**config.mk**
```make
export PLATFORM = sky130hd
export DESIGN_NAME = cmp_pin_ctrl
export DESIGN_NICKNAME = d
export VERILOG_FILES = /design/src/rtl/cmp_pkg.sv /design/src/rtl/cmp_ctrl_reg.sv /design/src/rtl/cmp_edge_irq.sv /design/src/rtl/cmp_pin_mux.sv /design/src/rtl/cmp_pin_ctrl.sv
export SDC_FILE = /design/constraint.sdc
export NUM_CORES = 1
export LEC_CHECK = 0
export ABC_CLOCK_PERIOD_IN_PS = 1000
export BUFFER_PORTS_ARGS = -buffer_cell sky130_fd_sc_hd__buf_2
export CAP_MARGIN = 40
export CORE_ASPECT_RATIO = 0.9
export CORE_MARGIN = 3
export CORE_UTILIZATION = 32
export CTS_CLUSTER_SIZE = 12
export DETAILED_ROUTE_END_ITERATION = 6
export HOLD_SLACK_MARGIN = 0.12
export PLACE_DENSITY = 0.72
export SLEW_MARGIN = 15
export SYNTH_ARGS = -nofsm -noshare
export SYNTH_HDL_FRONTEND = slang
export SYNTH_SLANG_ARGS = --single-unit
```
**constraint.sdc**
```tcl
create_clock -name clk -period 1 [get_ports clk]
set_clock_uncertainty 0.2 [all_clocks]
set_input_delay 0.1 -clock clk [delete_from_list [all_inputs] [get_ports clk]]
set_output_delay 0.1 -clock clk [all_outputs]
set_load 0.02 [all_outputs]
```
**src/rtl/cmp_pkg.sv**
```systemverilog
package cmp_pkg;
    // control register bit positions (fixed by the software view)
    localparam int B_SEL2 = 7;
    localparam int B_OE2  = 6;
    localparam int B_RD2  = 5;
    localparam int B_EN2  = 4;
    localparam int B_OE1  = 3;
    localparam int B_RD1  = 2;
    localparam int B_EN1  = 1;
    localparam int B_RSV  = 0;

    // port pin roles
    localparam int P_C1_POS = 0;
    localparam int P_C1_NEG = 1;
    localparam int P_C1_OUT = 2;
    localparam int P_C2_NGB = 3;
    localparam int P_C2_POS = 4;
    localparam int P_C2_NGA = 5;
    localparam int P_C2_OUT = 6;

    typedef struct packed {
        logic sel2;
        logic oe2;
        logic en2;
        logic oe1;
        logic en1;
    } cmp_ctrl_t;

    typedef enum logic {
        INT_IDLE = 1'b0,
        INT_PEND = 1'b1
    } irq_state_t;
endpackage

```
**src/rtl/cmp_ctrl_reg.sv**
```systemverilog
module cmp_ctrl_reg
    import cmp_pkg::*;
#(
    parameter int                ADDR_W    = 8,
    parameter logic [ADDR_W-1:0] CTRL_ADDR = 8'hD3
) (
    input  logic              clk,
    input  logic              rst_n,
    input  logic [ADDR_W-1:0] bus_addr,
    input  logic              bus_wr,
    input  logic [7:0]        bus_wdata,
    input  logic [1:0]        res_sync,
    output logic [7:0]        bus_rdata,
    output cmp_ctrl_t         ctrl
);
    cmp_ctrl_t ctrl_q;
    logic      hit;
    logic [7:0] view;

    assign hit = (bus_addr == CTRL_ADDR);

    always_ff @(posedge clk or negedge rst_n) begin
        if (!rst_n) begin
            ctrl_q <= '0;
        end else if (bus_wr && hit) begin
            ctrl_q.sel2 <= bus_wdata[B_SEL2];
            ctrl_q.oe2  <= bus_wdata[B_OE2];
            ctrl_q.en2  <= bus_wdata[B_EN2];
            ctrl_q.oe1  <= bus_wdata[B_OE1];
            ctrl_q.en1  <= bus_wdata[B_EN1];
        end
    end

    always_comb begin
        view         = '0;
        view[B_SEL2] = ctrl_q.sel2;
        view[B_OE2]  = ctrl_q.oe2;
        view[B_RD2]  = ctrl_q.en2 & res_sync[1];
        view[B_EN2]  = ctrl_q.en2;
        view[B_OE1]  = ctrl_q.oe1;
        view[B_RD1]  = ctrl_q.en1 & res_sync[0];
        view[B_EN1]  = ctrl_q.en1;
        view[B_RSV]  = 1'b0;
        bus_rdata    = hit ? view : 8'h00;
    end

    assign ctrl = ctrl_q;


    foreign_wr_chk: assert property (@(posedge clk) disable iff (!rst_n)
        (bus_wr && !hit) |=> $stable(ctrl_q));

    rsv_zero_chk: assert property (@(posedge clk) disable iff (!rst_n)
        !bus_rdata[B_RSV]);

    rd_off_chk: assert property (@(posedge clk) disable iff (!rst_n)
        (hit && !ctrl_q.en1) |-> !bus_rdata[B_RD1]);
endmodule

```
**src/rtl/cmp_edge_irq.sv**
```systemverilog
module cmp_edge_irq
    import cmp_pkg::*;
#(
    parameter int SYNC_STAGES = 2
) (
    input  logic clk,
    input  logic rst_n,
    input  logic res_in,
    input  logic cmp_en,
    input  logic route,
    input  logic irq_en,
    input  logic rise_sel,
    input  logic clr,
    output logic res_sync,
    output logic pend
);
    logic [SYNC_STAGES-1:0] sync_q;
    logic                   prev_q;
    logic                   edge_hit;
    irq_state_t             state_q, state_d;

    always_ff @(posedge clk or negedge rst_n) begin
        if (!rst_n) begin
            sync_q <= '0;
            prev_q <= 1'b0;
        end else begin
            sync_q <= {sync_q[SYNC_STAGES-2:0], res_in};
            prev_q <= sync_q[SYNC_STAGES-1];
        end
    end

    assign res_sync = sync_q[SYNC_STAGES-1];
    assign edge_hit = cmp_en && route && irq_en &&
                      (rise_sel ? (res_sync && !prev_q) : (!res_sync && prev_q));

    always_ff @(posedge clk or negedge rst_n) begin
        if (!rst_n) state_q <= INT_IDLE;
        else        state_q <= state_d;
    end

    always_comb begin
        state_d = state_q;
        unique case (state_q)
            INT_IDLE: if (edge_hit)         state_d = INT_PEND;
            INT_PEND: if (clr && !edge_hit) state_d = INT_IDLE;
            default:                        state_d = INT_IDLE;
        endcase
    end

    assign pend = (state_q == INT_PEND);


    pend_hold_chk: assert property (@(posedge clk) disable iff (!rst_n)
        (pend && !clr) |=> pend);

    gate_off_chk: assert property (@(posedge clk) disable iff (!rst_n)
        (!pend && (!cmp_en || !route || !irq_en)) |=> !pend);
endmodule

```
**src/rtl/cmp_pin_mux.sv**
```systemverilog
module cmp_pin_mux
    import cmp_pkg::*;
#(
    parameter int NPINS = 7
) (
    input  logic             clk,
    input  logic             rst_n,
    input  cmp_ctrl_t        ctrl,
    input  logic [1:0]       cmp_res,
    input  logic [NPINS-1:0] gpio_out,
    input  logic [NPINS-1:0] gpio_oe,
    input  logic             pwm_out,
    input  logic             pwm_en,
    output logic [NPINS-1:0] pin_out,
    output logic [NPINS-1:0] pin_oe
);
    always_comb begin
        pin_out = gpio_out;
        pin_oe  = gpio_oe;
        if (pwm_en) begin
            pin_oe[P_C2_OUT]  = 1'b1;
            pin_out[P_C2_OUT] = pwm_out;
        end
        if (ctrl.en1) begin
            pin_oe[P_C1_POS] = 1'b0;
            pin_oe[P_C1_NEG] = 1'b0;
            if (ctrl.oe1) begin
                pin_oe[P_C1_OUT]  = 1'b1;
                pin_out[P_C1_OUT] = cmp_res[0];
            end
        end
        if (ctrl.en2) begin
            pin_oe[P_C2_POS] = 1'b0;
            if (ctrl.sel2) pin_oe[P_C2_NGB] = 1'b0;
            else           pin_oe[P_C2_NGA] = 1'b0;
            if (ctrl.oe2) begin
                pin_oe[P_C2_OUT]  = 1'b1;
                pin_out[P_C2_OUT] = cmp_res[1];
            end
        end
    end


    c2_prio_chk: assert property (@(posedge clk) disable iff (!rst_n)
        (ctrl.en2 && ctrl.oe2) |-> (pin_oe[P_C2_OUT] && pin_out[P_C2_OUT] == cmp_res[1]));

    c1_in_chk: assert property (@(posedge clk) disable iff (!rst_n)
        ctrl.en1 |-> (pin_oe[P_C1_NEG:P_C1_POS] == 2'b00));

    c1_off_chk: assert property (@(posedge clk) disable iff (!rst_n)
        !ctrl.en1 |-> (pin_oe[P_C1_OUT:P_C1_POS] == gpio_oe[P_C1_OUT:P_C1_POS]));
endmodule

```
**src/rtl/cmp_pin_ctrl.sv**
```systemverilog
module cmp_pin_ctrl
    import cmp_pkg::*;
#(
    parameter int          ADDR_W      = 8,
    parameter logic [7:0]  CTRL_ADDR   = 8'hD3,
    parameter int          SYNC_STAGES = 2,
    parameter int          NPINS       = 7
) (
    input  logic             clk,
    input  logic             rst_n,
    input  logic [7:0]       bus_addr,
    input  logic             bus_wr,
    input  logic [7:0]       bus_wdata,
    output logic [7:0]       bus_rdata,
    input  logic [1:0]       cmp_res,
    input  logic [6:0]       gpio_out,
    input  logic [6:0]       gpio_oe,
    input  logic             pwm_out,
    input  logic             pwm_en,
    input  logic [1:0]       irq_route,
    input  logic [1:0]       irq_en,
    input  logic [1:0]       irq_rise,
    input  logic [1:0]       irq_clr,
    output logic [6:0]       pin_out,
    output logic [6:0]       pin_oe,
    output logic             cmp2_neg_sel,
    output logic [1:0]       irq_pend
);
    localparam int NCMP = 2;

    cmp_ctrl_t       ctrl;
    logic [NCMP-1:0] res_sync;
    logic [NCMP-1:0] cmp_on;

    assign cmp_on = {ctrl.en2, ctrl.en1};

    cmp_ctrl_reg #(.ADDR_W(ADDR_W), .CTRL_ADDR(CTRL_ADDR)) u_reg (
        .clk(clk), .rst_n(rst_n),
        .bus_addr(bus_addr), .bus_wr(bus_wr), .bus_wdata(bus_wdata),
        .res_sync(res_sync), .bus_rdata(bus_rdata), .ctrl(ctrl)
    );

    for (genvar i = 0; i < NCMP; i++) begin : g_irq
        cmp_edge_irq #(.SYNC_STAGES(SYNC_STAGES)) u_irq (
            .clk(clk), .rst_n(rst_n),
            .res_in(cmp_res[i]), .cmp_en(cmp_on[i]),
            .route(irq_route[i]), .irq_en(irq_en[i]),
            .rise_sel(irq_rise[i]), .clr(irq_clr[i]),
            .res_sync(res_sync[i]), .pend(irq_pend[i])
        );
    end

    cmp_pin_mux #(.NPINS(NPINS)) u_mux (
        .clk(clk), .rst_n(rst_n), .ctrl(ctrl), .cmp_res(cmp_res),
        .gpio_out(gpio_out), .gpio_oe(gpio_oe),
        .pwm_out(pwm_out), .pwm_en(pwm_en),
        .pin_out(pin_out), .pin_oe(pin_oe)
    );

    assign cmp2_neg_sel = ctrl.sel2;
endmodule

```
# --- After elaboration in Yosys (flattened, before gate mapping) ---
# Cells that the tools add are included.
word_totals:
  register_bits: 13
  latch_bits: 0
  ram_bits: 0
  rom_bits: 0
  out_inout_bits: 25
  n_memories: 0
op_classes:
  addsub: 0
  multipliers: 0
  div_mod_pow: 0
  order_cmp: 0
  eq_ne: 1
  shifts: 0
  muxes: 21
  bitwise_logic: 4
  n_reduce_logical: 19
ops:
  columns: ["operator", "count"]
  rows:
  - ["$mux W1", 16]
  - ["$logic_and A1 B1 Y1", 13]
  - ["$eq A8 B8 Y1 const B", 1]
  - ["$mux W8", 1]
  - ["$logic_not A1 Y1", 6]
  - ["$mux W4", 1]
  - ["$pmux W1 S2", 2]
  - ["$mux W3", 1]
  - ["$and A1 B1 Y1", 2]
  - ["$not A1 Y1", 2]

# --- Depth between registers and ports, before layout ---
# Gate-level depths: netlist (run 1).
depth:
  ltp_word: 8
  ltp_mapped: 4
  mapped_depth_nobuf: 3

# --- Cells and area by module ---
# Synthesis (run 1) repeated with hierarchy kept, for this count alone.
unflattened:
  cells_unflattened: 65
  hier_area_um2: 716.9
modules_own_cells:
  columns: ["mod", "n_inst", "cells_per_inst", "area_per_inst_um2", "seq_area_each_um2"]
  rows:
  - ["cmp_ctrl_reg", 1, 26, 305.3, 125.1]
  - ["cmp_edge_irq", 2, 10, 138.9, 100.1]
  - ["cmp_pin_mux", 1, 19, 133.9, 0.0]

# --- Worst setup path after synthesis (run 1) ---
# No wires, ideal clock.
synth_timing:
  path_kind: "reg2out"
  startpoint: "register u_reg.ctrl_q, in the netlist u_reg.ctrl[4]"
  endpoint: "output bus_rdata[7]"
  t_arrival_ns: 1.266
  required_time_ns: 0.700
  slack_ns: -0.566
  stages_incl_launch_ff: 3
  n_path_buf: 0
  path_cell_list: "dfrtp_1 inv_1 nor4_1"
synth_via:
  elab_chain_cells: 1
synth_rtl:
  columns: ["element", "line", "text"]
  rows:
  - ["start: declaration", "cmp_ctrl_reg.sv:16", "cmp_ctrl_t ctrl_q;"]
  - ["$mux W8", "cmp_ctrl_reg.sv:44", "bus_rdata = hit ? view : 8'h00;"]
  - ["end: declaration", "cmp_pin_ctrl.sv:14", "output logic [7:0] bus_rdata,"]
# No other way between the ends.

# --- Worst setup path after layout (run 1) ---
layout_timing:
  startpoint: "register u_reg.ctrl_q, in the netlist u_reg.ctrl[0]"
  endpoint: "output pin_out[2]"
layout_via:
  elab_chain_cells: 1
layout_rtl:
  columns: ["element", "line", "text"]
  rows:
  - ["$mux W1", "cmp_pin_mux.sv:24", "if (ctrl.en1) begin"]
  - ["end: declaration", "cmp_pin_ctrl.sv:24", "output logic [6:0] pin_out,"]
# No other way between the ends.

==> impl_results.md, run 1 <==
* Pre-antenna DRT Iters at 4
* Root Driver: clkbuf_4
* Die Span Y at 51.2 um
* Clock transition at path regs at 0.08 ns
* Share of the synthesized area in the top cell type at 44.8%
* Vias per cell at 4.49
* Layout cells sized above 1 at 72.2%
* Fraction of synthesized area in multiplexers at 13.3%
* Site Rows at 15
* Slew Limit Fails at 0
* Status: finished, violations left
* Power, Total at 1.27 mW
* Initial Util at 35.9%
* Multi-input logic area at 425 um2
* Mapped Area at 727 um2
* DRC at 0
* Worst path required time at 0.70 ns
* Hold Crit Depth at 2
* Pwr dens at 823 nW/um2
* CTS tree: done
* Area leader, netlist: dfrtp_1
* Post-Synth XOR/XNOR Area at 0%
* Max VDD drop at 0.787 mV
* Final Setup Violations at 26
* RSZ-0062 raised after global routing: yes
* Fin cells at 176
* Core box area at 2030 um2
* Drt wl/cell at 13.0 um
* Post-Route WL at 2280 um
* TritonCTS buffer count at 3
* Syn nets at 113
* Pin count of the biggest net entering global routing at 14
* Gr ovfl total at 0
* Crit-path max FO at 2
* Hold-fix buffers, CTS at 14
* H-tree Lvls at 1
* Crit share post-route at 150%
* Final Util at 76.3%
* Hold crit path type: in -> reg
* Static Leak at 0.870 nW
* Post-synthesis compound-gate area fraction at 5.85%
* Setup WS post-layout at -0.500 ns
* Fillcell total at 121
* Largest family of logic cells by synthesized area: simple AND/OR/NAND/NOR gates
* Port Buf Inserts at 55
* Syn avg cell area at 10.7 um2
* Synth Area in Adders at 0%
* DR vias at 791
* CP startpoint kind: flop
* Period minus WS final at 1.50 ns
* Setup WS pre-CTS at -0.638 ns
* Clk sinks at 13
* Initial antenna violation count at 0
* Reg2reg path depth at 4
* DP Wirelength at 1600 um
* Hold Worst Slack at -0.149 ns
* Iter 0 DRT Violations at 7
* Die area at 2880 um2
* Sequential area share after synthesis at 44.8%
* Vias in the first global route at 794
* Routed Antenna Nets at 0
* Area Overhead vs Synth at 113%
* Max Cap Violations at 0
* I/O pin cnt at 70
* Die W at 56.2 um
* Sequential cell area at 327 um2
* Synth warn at 0
* Total track usage at 15.4%
* Critical path arrival at 1.20 ns
* Max Buffers Root-to-Sink at 2
* Global-route wire length before repair at 3460 um
* Peak Freq at 667 MHz
* Crit. End Element: primary output
* Routability cong. at 0.776
* Setup CP Type: reg -> out
* N_diodes at 0
* Ranking of synthesized cells by area: dfrtp_1, mux2_4, buf_4, and2_1, nand4b_4
* Post-synthesis cell type count at 24
* Placed insts at 150
* Worst-skew pair later-pin latency at 0.27 ns
* Syn Inst Count at 68
* Final hold viol count at 7
* Post-Synth Simple-Gate Area at 23.8%
* Failing checks: hold timing, setup timing
* Flops & latches, synth at 13
* Fin nets at 197
-- layer usage --
| metal | up-vias | routed length, um | global-route usage (%) |
|---|---|---|---|
| met5 | - | 0 | 0 |
| met4 | 0 | 17 | 0 |
| met3 | 2 | 175 | 6.06 |
| met2 | 41 | 1190 | 27.8 |
| met1 | 364 | 897 | 18.3 |
| li1 | 384 | - | - |
-- state kept, by name, summed over array words and instances, names as in the netlist --
name,count
g_irq.u_irq.pend,2
g_irq.u_irq.sync_q,4
g_irq.u_irq.prev_q,2
u_reg.ctrl,5
-- cells in the mapped netlist --
cell type,number
a21boi_0,2
a21oi_1,3
and2_1,4
and3_1,2
and3b_1,2
buf_4,8
buf_6,1
conb_1,1
dfrtp_1,13
inv_1,4
mux2_2,1
mux2_4,5
mux2i_1,1
nand2_1,4
nand2b_1,1
nand3_1,2
nand4b_4,1
nor2_1,4
nor2b_1,3
nor3_1,1
nor4_1,1
o22ai_1,2
or2_1,1
or4_4,1
-- critical path, stage by stage (launching register included) --
cell and delay, ns:
dfrtp_1 0.41, nand2_2 0.09, mux2_4 0.30, buf_6 0.13
-- stage by stage --
stage | setup TNS [ns] | instance area (um2)
finish | -9.23 | 1550
global route | -10.41 | 1550
CTS | -9.20 | 1490
detailed placement | -7.87 | 1100
global placement | -7.62 | 1100
floorplan | -5.34 | 786
-- power by group --
part	total (mW)	internal, mW	switching [mW]
Combinational	0.385	0.232	0.153
Clock	0.320	0.155	0.165
Sequential	0.568	0.548	0.0201
Total	1.27	0.935	0.339
-- cell type report --
class                           instances  share of cell area [%]
Tap cell                               25                    2.02
Sequential cell                        13                    21.1
Clock buffer                            4                    1.70
Inverter                                4                   0.971
Multi-Input combinational cell         42                    27.5
Timing Repair Buffer                   88                    46.7
-- final timing paths --
check,from,endpoint,slack [ns]
worst max-delay path,u_reg.ctrl[0]$_DFFE_PN0P_,pin_out[2],-0.50
worst min-delay path,bus_wdata[6],u_reg.ctrl[3]$_DFFE_PN0P_,-0.15
worst max register to register,u_reg.ctrl[1]$_DFFE_PN0P_,u_reg.ctrl[1]$_DFFE_PN0P_,-0.30
worst min register to register,g_irq[1].u_irq.sync_q[0]$_DFF_PN0_,g_irq[1].u_irq.sync_q[1]$_DFF_PN0_,0.15
max in group asynchronous,rst_n,u_reg.ctrl[2]$_DFFE_PN0P_,0.32
min in group asynchronous,rst_n,u_reg.ctrl[0]$_DFFE_PN0P_,0.04
-- cell families (layout without fill, tap and decap cells) --
| group | after synthesis | in the layout |
|---|---|---|
| and+or+nand+nor | 27 | 27 |
| other | 1 | 1 |
| muxes | 7 | 7 |
| DFF | 13 | 13 |
| buffers and inverters | 13 | 96 |
| AOI/OAI and AO/OA | 7 | 7 |
-- timing repair --
item,in CTS,in global routing
endpoints found under the hold margin,27,20
buffers inserted,6,2
gates resized for setup,55,11
pin swaps,6,2
setup endpoints to repair,26,31
-- cells in the final DEF (no fill, tap or decap), types with 2 or more instances in the layout --
cell type,count
buf_6,27
nand2_2,2
buf_2,35
dfrtp_1,12
nand3_1,2
dlygate4sd3_1,9
dlymetal6s4s_1,5
and2_4,3
o22ai_1,2
clkbuf_4,3
nor2_1,3
buf_4,12
mux2_4,6
and3b_1,2
a21boi_4,2
inv_1,3
a21oi_2,3
nor2b_2,2
(Power assumes the default switching activity.)
==> inputs of run 2 (changes only) <==
Settings changed: PLACE_DENSITY 0.72 to 0.77.
==> impl_results.md, run 2 (synthesis gave the netlist of run 1 again) <==
* Die Span Y at 51.2 um
* Initial antenna violation count at 0
* I/O pin cnt at 70
* Failing checks: hold timing, setup timing
* Total track usage at 16.3%
* Final hold viol count at 7
* Delay of the slowest cell on the worst path at 0.41 ns
* Routed Antenna Nets at 0
* Layout cells sized above 1 at 71.8%
* H-tree Lvls at 1
* Hold crit path type: in -> reg
* Max reg flops at 5
* Global-route wire length before repair at 3570 um
* Area Overhead vs Synth at 111%
* Initial Util at 35.9%
* Vias per cell at 4.57
* Max Buffers Root-to-Sink at 2
* Die area at 2880 um2
* Worst R2R Setup Slack at -0.33 ns
* Routability cong. at 0.772
* Core box area at 2030 um2
* Fillcell total at 138
* Commonest non-fill, non-tap cells in the layout: buf_2, buf_6, dfrtp_1
* Setup CP Type: reg -> out
* Port Buf Inserts at 55
* Power, Total at 1.27 mW
* Gr ovfl total at 0
* Drt wl/cell at 14.1 um
* Period minus WS final at 1.52 ns
* CTS tree: done
* TritonCTS buffer count at 3
* Final Setup Violations at 26
* Max Cap Violations at 0
* GR Util met2 at 32.7%
* Clock transition at path regs at 0.08 ns
* DP Wirelength at 1630 um
* Slew Limit Fails at 0
* Iter 0 DRT Violations at 7
* Crit-path max FO at 2
* Worst-skew pair later-pin latency at 0.28 ns
* Root Driver: clkbuf_4
* Setup WS post-layout at -0.517 ns
* Status: finished, violations left
* Fin nets at 195
* Met3 Usage GRT at 5.30%
* Most common cell after layout, fill and taps aside: buf_2
* Hold-fix buffers, CTS at 14
* Crit share post-route at 152%
* Clk sinks at 13
* Hold Worst Slack at -0.152 ns
* Pwr dens at 827 nW/um2
* Max VDD drop at 0.652 mV
* Final Util at 75.6%
* Post-Route WL at 2460 um
* Peak Freq at 659 MHz
* Crit path cell chain: nand2_2 > mux2_4 > buf_6
* Final Instance Area at 1530 um2
* Cell Area, Placed at 1090 um2
* Site Rows at 15
* RSZ-0062 raised after global routing: yes
* N_diodes at 0
* Slowest-stage cell, CP: dfrtp_1
* CP startpoint kind: flop
* Multi-input logic area at 432 um2
* Vias in the first global route at 823
* DR vias at 795
* DRC at 0
* Die W at 56.2 um
* Static Leak at 0.869 nW
* Pre-antenna DRT Iters at 2
* GRT met1 Usage at 16.6%
* Crit. End Element: primary output
* Critical path arrival at 1.22 ns
* Busiest metal layer after global routing: met2
* Pin count of the biggest net entering global routing at 14
* Sequential cell area at 327 um2
* Worst path required time at 0.70 ns
-- run 2: stage by stage --
step	hold slack, ns	setup WS [ns]	TNS (ns)	cells
after floorplan	-0.396	-0.563	-5.34	68
after global placement	-0.209	-0.626	-7.26	148
after detailed placement	-0.201	-0.651	-7.62	148
after CTS	-0.154	-0.501	-9.28	172
after global routing	-0.164	-0.551	-10.52	174
final	-0.152	-0.517	-9.50	174
-- run 2: area by class of cell --
class / instances / share of cell area (%)
timing repair buffer: 86 / 45.8
multi-input combinational: 42 / 28.2
sequential: 13 / 21.3
tap: 25 / 2.04
clock buffer: 4 / 1.72
inverter: 4 / 0.980
-- run 2: worst paths after layout --
| kind | from | end | cells after the start |
|---|---|---|---|
| min in group asynchronous | rst_n | g_irq[0].u_irq.sync_q[1]$_DFF_PN0_ | 2 |
| hold / removal | bus_wdata[3] | u_reg.ctrl[1]$_DFFE_PN0P_ | 2 |
| setup reg to reg | u_reg.ctrl[2]$_DFFE_PN0P_ | u_reg.ctrl[2]$_DFFE_PN0P_ | 3 |
| setup / recovery | u_reg.ctrl[1]$_DFFE_PN0P_ | pin_out[2] | 3 |
| hold reg to reg | g_irq[1].u_irq.sync_q[0]$_DFF_PN0_ | g_irq[1].u_irq.sync_q[1]$_DFF_PN0_ | 0 |
| max in group asynchronous | rst_n | u_reg.ctrl[2]$_DFFE_PN0P_ | 2 |
-- run 2: per-layer routing --
layer	vias to the layer above	wire, um
li1	383	-
met2	38	1400
met4	0	8
met1	372	867
met3	2	184
met5	-	0
-- run 2: what timing repair did --
| item | 4_1_cts | 5_1_grt |
|---|---|---|
| pin swaps | 6 | 2 |
| setup endpoints to repair | 26 | 31 |
| gates resized for setup | 52 | 15 |
| setup buffers | 6 | 4 |
| endpoints found under the hold margin | 27 | 20 |
-- run 2: report_power, final --
group / leakage, nW / switching, mW / internal [mW]
logic: 0.689 / 0.152 / 0.222
registers: 0.165 / 0.0224 / 0.548
clock network: 0.0150 / 0.167 / 0.155
total: 0.869 / 0.342 / 0.925
-- run 2: worst max-delay path: cells and delay by family, from the launching register on --
kind / cells / cell delay [ns]
mux: 1 / 0.30
simple gates: 1 / 0.10
flops: 1 / 0.41
buf+inv: 1 / 0.13
==> inputs of run 3 (changes only) <==
Settings changed: TNS_END_PERCENT from default to 5.
==> impl_results.md, run 3 (synthesis gave the netlist of run 1 again) <==
* Status: finished, violations left
* Failing checks: hold timing, setup timing
* Max reg flops at 5
* Crit-path max FO at 2
* Hold Worst Slack at -0.141 ns
* Crit path cell chain: nand2_2 > mux2_4 > buf_6
* Routed Antenna Nets at 0
* Final Util at 64.8%
* CP startpoint kind: flop
* Static Leak at 0.755 nW
* Reg2reg path depth at 2
* Capture point of the worst reg-to-reg path: u_reg.ctrl[0]$_DFFE_PN0P_
* CP Buf/Inv Count at 1
* DP Wirelength at 1540 um
* Placed insts at 144
* Internal power at 0.880 mW
* Gr ovfl total at 0
* Max VDD drop at 0.505 mV
* Setup tns final at -8.78 ns
* Slowest-stage cell, CP: dfrtp_1
* Drt wl/cell at 12.7 um
* I/O pin cnt at 70
* Die W at 56.2 um
* Site Rows at 15
* Clk sinks at 13
* Fillcell total at 170
* Hold_sp: bus_wdata[1]
* Reg power frac at 47.7%
* Crit. End Element: primary output
* Port Buf Inserts at 55
* CTS tree: done
* Critical path arrival at 1.19 ns
* Fin cells at 165
* DR vias at 729
* Max Cap Violations at 0
* R2R Path Start: u_reg.ctrl[0]$_DFFE_PN0P_
* Pwr dens at 904 nW/um2
* Die Span Y at 51.2 um
* Fin nets at 186
* Layout cells sized above 1 at 59.3%
* Clock transition at path regs at 0.08 ns
* Total track usage at 14.6%
* Combinational share of power at 25.9%
* Slew Limit Fails at 0
* Hold Path Sink: u_reg.ctrl[0]$_DFFE_PN0P_
* Root Driver: clkbuf_4
* Routability cong. at 0.773
* TritonCTS buffer count at 3
* Iter 0 DRT Violations at 6
* N_diodes at 0
* Setup CP Type: reg -> out
* Area Overhead vs Synth at 80.6%
* Max Buffers Root-to-Sink at 2
* Final Setup Violations at 26
* Initial antenna violation count at 0
* Global-route wire length before repair at 3320 um
* Hold-fix buffers, CTS at 14
* RSZ-0062 raised after global routing: yes
* Pre-antenna DRT Iters at 4
* Peak Freq at 673 MHz
* Setup WS post-layout at -0.486 ns
* Switching portion of total power at 25.9%
* Vias in the first global route at 768
* Core box area at 2030 um2
* Worst R2R Setup Slack at -0.12 ns
* Hold Crit Depth at 2
* Commonest non-fill, non-tap cells in the layout: buf_2, dfrtp_1, buf_4
* Vias per cell at 4.42
* Delay-heaviest family, CP: flip-flops
* Worst-skew pair later-pin latency at 0.27 ns
* Crit share post-route at 149%
* Die area at 2880 um2
* Hold crit path type: in -> reg
* Psw at 0.307 mW
* Post-Route WL at 2090 um
* H-tree Lvls at 1
* Initial Util at 35.9%
* Clock share of power at 26.4%
* Final hold viol count at 6
* Delay of the slowest cell on the worst path at 0.39 ns
* DRC at 0
* Most common cell after layout, fill and taps aside: buf_2
* Pin count of the biggest net entering global routing at 14
* Worst path required time at 0.70 ns
* Period minus WS final at 1.49 ns
[run 3: cell types whose count changed in the layout (fill, tap and decap cells not counted), sizes merged]
cell / previous run / this run
buf: 72 / 63
[run 3: cell type report]
class	instances	area [um2]	area share, %
sequential	13	327	24.9
clock buffer	4	26.3	2.00
multi-input combinational	42	353	26.9
inverter	4	15.0	1.14
tap	25	31.3	2.38
timing repair buffer	77	561	42.7
[run 3: worst reg2reg max path, cell delays in order (launching register included)]
cell	delay [ns]
dfrtp_1	0.39
buf_4	0.16
mux2_4	0.25
[run 3: how the worst max path moves through the flow]
stage                     slack [ns]  cells after the start                   endpoint                      start
after floorplan                -0.56                      4  u_reg.ctrl[0]$_DFFE_PN0P_                bus_addr[3]
after global routing           -0.53                      3                 pin_out[2]  u_reg.ctrl[1]$_DFFE_PN0P_
after global placement         -0.62                      4  u_reg.ctrl[4]$_DFFE_PN0P_                bus_addr[3]
after CTS                      -0.50                      3                 pin_out[2]  u_reg.ctrl[1]$_DFFE_PN0P_
final                          -0.49                      3                 pin_out[2]  u_reg.ctrl[0]$_DFFE_PN0P_
after detailed placement       -0.64                      4  u_reg.ctrl[3]$_DFFE_PN0P_                bus_addr[3]
[run 3: power by group through the flow]
stage | sequential [mW] | combinational (mW) | clock (mW)
floorplan | 0.574 | 0.125 | 0
global placement | 0.573 | 0.204 | 0
detailed placement | 0.575 | 0.211 | 0
CTS | 0.566 | 0.302 | 0.328
global route | 0.569 | 0.333 | 0.356
finish | 0.566 | 0.307 | 0.313
[run 3: timing repair]
action / 4_1_cts / 5_1_grt
resized for setup: 29 / 10
setup endpoints to repair: 26 / 31
setup buffers: 3 / 0
hold endpoints to repair: 27 / 20
pin swaps: 7 / 1
[run 3: routing by layer]
metal / up-vias / routed length (um) / global-route usage, %
met2: 34 / 1080 / 28.4
met5: - / 0 / 0
met4: 0 / 9 / 3.56
met3: 2 / 157 / 3.79
li1: 366 / - / -
met1: 327 / 843 / 15.8
[run 3: stage by stage]
stage / hold WS, ns / total power, mW / setup slack, ns / cell area [um2]
4_1_cts: -0.146 / 1.20 / -0.499 / 1280
3_5_place_dp: -0.199 / 0.786 / -0.641 / 1010
5_1_grt: -0.155 / 1.26 / -0.533 / 1310
6_report: -0.141 / 1.19 / -0.486 / 1310
2_1_floorplan: -0.396 / 0.699 / -0.563 / 736
3_3_place_gp: -0.210 / 0.777 / -0.620 / 1010
